**src/rtl/pdm_pkg.sv**
```systemverilog
package pdm_pkg;

    // number of flops that resynchronise the level before it is held
    localparam int unsigned SYNC_DEPTH = 2;
    localparam int unsigned MAX_WIDTH  = 32;

    // Feedback mask (bit i set = bit i is a tap) for maximal-length
    // sequences. Bits are zero-based; the top bit is always a tap.
    function automatic logic [MAX_WIDTH-1:0] tap_mask(input int unsigned w);
        logic [MAX_WIDTH-1:0] m;
        m = '0;
        case (w)
            3:  begin m[2]  = 1'b1; m[1]  = 1'b1; end
            4:  begin m[3]  = 1'b1; m[2]  = 1'b1; end
            5:  begin m[4]  = 1'b1; m[2]  = 1'b1; end
            6:  begin m[5]  = 1'b1; m[4]  = 1'b1; end
            7:  begin m[6]  = 1'b1; m[5]  = 1'b1; end
            8:  begin m[7]  = 1'b1; m[5]  = 1'b1; m[4] = 1'b1; m[3] = 1'b1; end
            9:  begin m[8]  = 1'b1; m[4]  = 1'b1; end
            10: begin m[9]  = 1'b1; m[6]  = 1'b1; end
            11: begin m[10] = 1'b1; m[8]  = 1'b1; end
            12: begin m[11] = 1'b1; m[10] = 1'b1; m[9] = 1'b1; m[3] = 1'b1; end
            16: begin m[15] = 1'b1; m[14] = 1'b1; m[12] = 1'b1; m[3] = 1'b1; end
            24: begin m[23] = 1'b1; m[22] = 1'b1; m[21] = 1'b1; m[16] = 1'b1; end
            32: begin m[31] = 1'b1; m[21] = 1'b1; m[1] = 1'b1; m[0] = 1'b1; end
            default: begin m[0] = 1'b1; end
        endcase
        return m;
    endfunction

endpackage

```
**src/rtl/pdm_lfsr.sv**
```systemverilog
module pdm_lfsr
    import pdm_pkg::*;
#(
    parameter int unsigned     WIDTH = 9,
    parameter logic [WIDTH-1:0] SEED = 1
) (
    input  logic             clk,
    input  logic             rst,
    output logic [WIDTH-1:0] state_o
);

    localparam logic [MAX_WIDTH-1:0] MASK_FULL = tap_mask(WIDTH);
    localparam logic [WIDTH-1:0]     MASK      = MASK_FULL[WIDTH-1:0];

    typedef struct packed {
        logic [WIDTH-1:0] state;
    } lfsr_regs_t;

    lfsr_regs_t r_d, r_q;
    logic       fb;

    always_comb begin
        fb        = ^(r_q.state & MASK);
        r_d       = r_q;
        r_d.state = {r_q.state[WIDTH-2:0], fb};
    end

    always_ff @(posedge clk) begin
        if (rst) r_q <= '{state: SEED};
        else     r_q <= r_d;
    end

    assign state_o = r_q.state;

endmodule

```
**src/rtl/pdm_level_sync.sv**
```systemverilog
module pdm_level_sync
    import pdm_pkg::*;
#(
    parameter int unsigned WIDTH = 9
) (
    input  logic             clk,
    input  logic             rst,
    input  logic [WIDTH-1:0] level_i,
    output logic [WIDTH-1:0] level_o
);

    typedef struct packed {
        logic [SYNC_DEPTH-1:0][WIDTH-1:0] chain;
        logic [WIDTH-1:0]                 held;
    } sync_regs_t;

    sync_regs_t r_d, r_q;

    always_comb begin
        r_d          = r_q;
        r_d.chain[0] = level_i;
        for (int i = 1; i < SYNC_DEPTH; i++) begin
            r_d.chain[i] = r_q.chain[i-1];
        end
        r_d.held     = r_q.chain[SYNC_DEPTH-1];
    end

    always_ff @(posedge clk) begin
        if (rst) r_q <= '0;
        else     r_q <= r_d;
    end

    assign level_o = r_q.held;

endmodule

```
**src/rtl/pdm_compare.sv**
```systemverilog
module pdm_compare #(
    parameter int unsigned WIDTH = 9
) (
    input  logic             clk,
    input  logic             rst,
    input  logic [WIDTH-1:0] level_i,
    input  logic [WIDTH-1:0] seq_i,
    output logic             hit_o
);

    typedef struct packed {
        logic hit;
    } cmp_regs_t;

    cmp_regs_t r_d, r_q;

    always_comb begin
        r_d     = r_q;
        r_d.hit = (level_i > seq_i);
    end

    always_ff @(posedge clk) begin
        if (rst) r_q <= '0;
        else     r_q <= r_d;
    end

    assign hit_o = r_q.hit;

endmodule

```
**src/rtl/pdm_dither.sv**
```systemverilog
module pdm_dither
    import pdm_pkg::*;
#(
    parameter int unsigned WIDTH = 9,
    parameter int unsigned SEED  = 1
) (
    input  logic             clk,
    input  logic             rst,
    input  logic [WIDTH-1:0] level_i,
    output logic             pdm_o
);

    localparam logic [WIDTH-1:0] SEED_RAW = WIDTH'(SEED);
    localparam logic [WIDTH-1:0] SEED_NZ  = (SEED_RAW == '0) ? WIDTH'(1) : SEED_RAW;

    logic [WIDTH-1:0] seq_w;
    logic [WIDTH-1:0] level_w;

    pdm_level_sync #(.WIDTH(WIDTH)) u_sync (
        .clk     (clk),
        .rst     (rst),
        .level_i (level_i),
        .level_o (level_w)
    );

    pdm_lfsr #(.WIDTH(WIDTH), .SEED(SEED_NZ)) u_lfsr (
        .clk     (clk),
        .rst     (rst),
        .state_o (seq_w)
    );

    pdm_compare #(.WIDTH(WIDTH)) u_cmp (
        .clk     (clk),
        .rst     (rst),
        .level_i (level_w),
        .seq_i   (seq_w),
        .hit_o   (pdm_o)
    );

endmodule

```
**config.mk**
```make
export PLATFORM = sky130hd
export DESIGN_NAME = pdm_dither
export DESIGN_NICKNAME = d
export VERILOG_FILES = /design/src/rtl/pdm_pkg.sv /design/src/rtl/pdm_lfsr.sv /design/src/rtl/pdm_level_sync.sv /design/src/rtl/pdm_compare.sv /design/src/rtl/pdm_dither.sv
export SDC_FILE = /design/constraint.sdc
export NUM_CORES = 1
export LEC_CHECK = 0
export ABC_AREA = 0
export CAP_MARGIN = 20
export CORE_MARGIN = 2
export CORE_UTILIZATION = 30
export DETAILED_ROUTE_END_ITERATION = 10
export DONT_BUFFER_PORTS = 1
export GPL_TIMING_DRIVEN = 0
export PLACE_DENSITY = 0.53
export SETUP_SLACK_MARGIN = 0.05
export SLEW_MARGIN = 20
export SYNTH_ARGS = -nofsm -noshare
export SYNTH_HDL_FRONTEND = slang
export SYNTH_SLANG_ARGS = --single-unit
export TNS_END_PERCENT = 1
```
**constraint.sdc**
```tcl
create_clock -name clk -period 1.44 [get_ports clk]
set_input_delay 0.072 -clock clk [delete_from_list [all_inputs] [get_ports clk]]
set_output_delay 0.072 -clock clk [all_outputs]
set_load 0.005 [all_outputs]
```
==> qor.csv <==
stage;metric;value;unit
global_routing;grt_most_used_layer;met2;
min_path;hold_start;rst;
synthesis;syn_area_per_cell;11.03;um2
finish;insertedDiodeCount;0;
synthesis;syn-instance-count;109;
worst_setup_path;ff2ff_path_depth;6;
route;detail_route.wl_per_cell;9.280;um
power_and_ir_drop;p_per_area;1280;mW/mm2
worst_setup_path;arrival;1.50;ns
worst_setup_path;r2r_slack;0.12;ns
sta;fin_crit;1.319;ns
finish;filler_cell_count;398;
global_routing;grt_use_met2;0.1374;
route;routed_wl;1.624;mm
placed_design;place_congestion;0.6281;
global_routing;use_met3;0.05000;
cts;post_cts_buffers;0;
sta;rsz0062_at_grt;no;
cts;numCtsBuffers;5;
sta;fmax;0.7582;GHz
power_and_ir_drop;p_leak;0.5945;nW
worst_setup_path;reg2reg_from;u_lfsr.state_o[8];
finish;drive_above_1_share;0.1360;
finish;layout.nets;145;
die;num_rows;23;
cts;cts_tree;done;
synthesis;syn-num-nets;129;
route;vias_per_cell;3.914;
cts;clock_latency;0.29;ns
route;vias;685;
synthesis;synth_seq_cells;37;
worst_setup_path;cp-startpoint;u_lfsr.state_o[8];
cts;root_buffer;clkbuf_8;
finish;post-route-util;0.3779;
job;max_cap_viol_count;0;
worst_setup_path;cp.required;1.62;ns
die;die_width;67.31;um
die;die-area;0.004531;mm2
die;io_pins;12;
placed_design;port_buffers;0;
synthesis;seq_area_frac_synth;0.6160;
sta;finalSetupTns;0;ns
worst_setup_path;crit_fanout;3;
cts;clock_sinks;37;
die;core;0.003914;mm2
cts;clockBufferDepth;2;
global_routing;overflow;0;
synthesis;yosysWarnings;0;
route;drt-initial-drc-count;5;
die;initial_core_util;0.3072;
run_status;status;complete, no violations;
sta;finalSetupViolations;0;
global_routing;grt_antenna_before_repair;0;
sta;worst_slew_pin_slew;0.2263;ns
cts;htreeDepth;2;
finish;fin_cells;175;
sta;whs;0.02661;ns
sta;drv_slew;0;
placed_design;dp.cells;159;
worst_setup_path;cp-end-kind;flip-flop;
worst_setup_path;cp-endpoint;u_cmp.hit_o;
route;drt_pre_antenna_iters;3;
global_routing;grt_pass1_wl;2.691;mm
sta;hold_viol;0;
sta;period_share;0.9159;
power_and_ir_drop;peakVddDrop;0.5215;mV
global_routing;grt_pass1_vias;665;
route;drc;0;
global_routing;grt_max_degree;11;
synthesis;synth_area;0.001202;mm2
cts;cts.clk_slew.worst_paths;0.07;ns
sta;slew_headroom;0.8484;
global_routing;track_usage;0.08752;
worst_setup_path;startpoint_type;flip-flop;
finish;syn2layout_area_growth;23.00;%
worst_setup_path;worstSetupPathType;flip-flop to flip-flop;
worst_setup_path;reg2reg_to;u_cmp.hit_o;
placed_design;hpwlAfterDp;1.055;mm
global_routing;grt_util_met1;0.08083;
placed_design;placed_area;0.001265;mm2
min_path;min_path_type;input pin to flip-flop;
synthesis;yosysUniqueCellTypes;18;
sta;finClkSkew;0.005081;ns
die;die_y;67.31;um
route;drtAntennaViolNets;0;
finish;final_cell_area;0.001479;mm2
-- cells by family (layout without fill, tap and decap cells) --
| family | after synthesis | in the layout | share of synthesized area |
|---|---|---|---|
| compound gates | 9 | 9 | 0.04682 |
| flops | 37 | 37 | 0.6160 |
| xor+xnor | 1 | 1 | 0.007285 |
| buf+inv | 13 | 29 | 0.04682 |
| simple gates | 40 | 40 | 0.1894 |
| fa+ha+maj | 9 | 9 | 0.09365 |
-- sequential cells by signal, indices dropped and copies added, names as in the netlist --
name and count:
u_sync.level_o 9, u_cmp.hit_o 1, u_sync.r_d 18, u_lfsr.state_o 9
-- metal layers --
layer  share of wire  wire length (um)
met5               0                 0
met4           0.039                63
met3           0.050                82
met2            0.47               768
met1            0.44               710
-- critical path: stages, from the launching register on --
cell	delay, ns
dfxtp_2	0.34
inv_1	0.07
ha_4	0.27
nand4_1	0.14
nor2_2	0.16
a41o_1	0.20
a21oi_2	0.03
-- per-stage QoR --
| stage | setup WS [ns] | power, W |
|---|---|---|
| detailed placement | 0.05577 | 0.001184 |
| floorplan | 0.2276 | 0.001165 |
| global route | 0.06704 | 0.001979 |
| finish | 0.1211 | 0.001893 |
| CTS | 0.05353 | 0.001910 |
| global placement | 0.09486 | 0.001180 |
-- worst min-delay path by stage --
stage	endpoint	slack, ns	cells past startpoint
final	u_sync.level_o[8]	0.03	2
after global routing	u_sync.r_d[5]	0.02	2
after CTS	u_sync.level_o[8]	0.02	2
after detailed placement	u_sync.r_d[22]	0.21	1
after global placement	u_sync.r_d[22]	0.20	1
after floorplan	u_sync.r_d[26]	0.20	1
-- timing repair --
action	in CTS	in global routing
gates resized for setup	1	7
endpoints found under the hold margin	9	0
cloned	0	0
hold buffers	9	0
endpoints found under the setup margin	1	1
-- final cells by class --
type / count / area [um2] / area share
timing repair buffer: 9 / 90.09 / 0.06091
inverter: 9 / 33.78 / 0.02284
tap: 50 / 62.56 / 0.04230
sequential: 37 / 743.2 / 0.5025
buffer: 4 / 22.52 / 0.01523
clock buffer: 7 / 86.33 / 0.05838
multi-input combinational: 59 / 440.4 / 0.2978
-- Yosys cell counts --
master	number	area share
buf_4	1	0.0062
a21o_1	1	0.0062
nor2_1	8	0.025
a31oi_1	1	0.0052
inv_1	9	0.028
xnor2_1	1	0.0073
o21a_1	1	0.0062
o21ai_1	1	0.0042
ha_1	9	0.094
a41o_1	1	0.0083
nand4_1	1	0.0052
a21oi_1	3	0.012
dfxtp_1	37	0.62
buf_2	3	0.012
nand2b_1	1	0.0052
nand2_1	1	0.0031
nor2b_1	29	0.15
o21ai_0	1	0.0042
-- cells in the final DEF, fill, tap and decap left out, drive strengths merged --
| cell type | count |
|---|---|
| a21o | 1 |
| o21a | 1 |
| ha | 9 |
| dfxtp | 37 |
| dlygate4sd3 | 9 |
| clkbuf | 7 |
| nand2b | 1 |
| a41o | 1 |
| buf | 4 |
| a31oi | 1 |
| nor2b | 29 |
| nor2 | 8 |
| inv | 9 |
| o21ai | 2 |
| nand4 | 1 |
| nand2 | 1 |
| xnor2 | 1 |
| a21oi | 3 |
-- report_power, final --
part	switching [W]	total (W)	internal [W]
clock	0.000327	0.000706	0.000379
combinational	0.0000504	0.000114	0.0000636
sequential	0.0000104	0.00107	0.00106
Note: power is estimated with default switching activity, not from simulation.
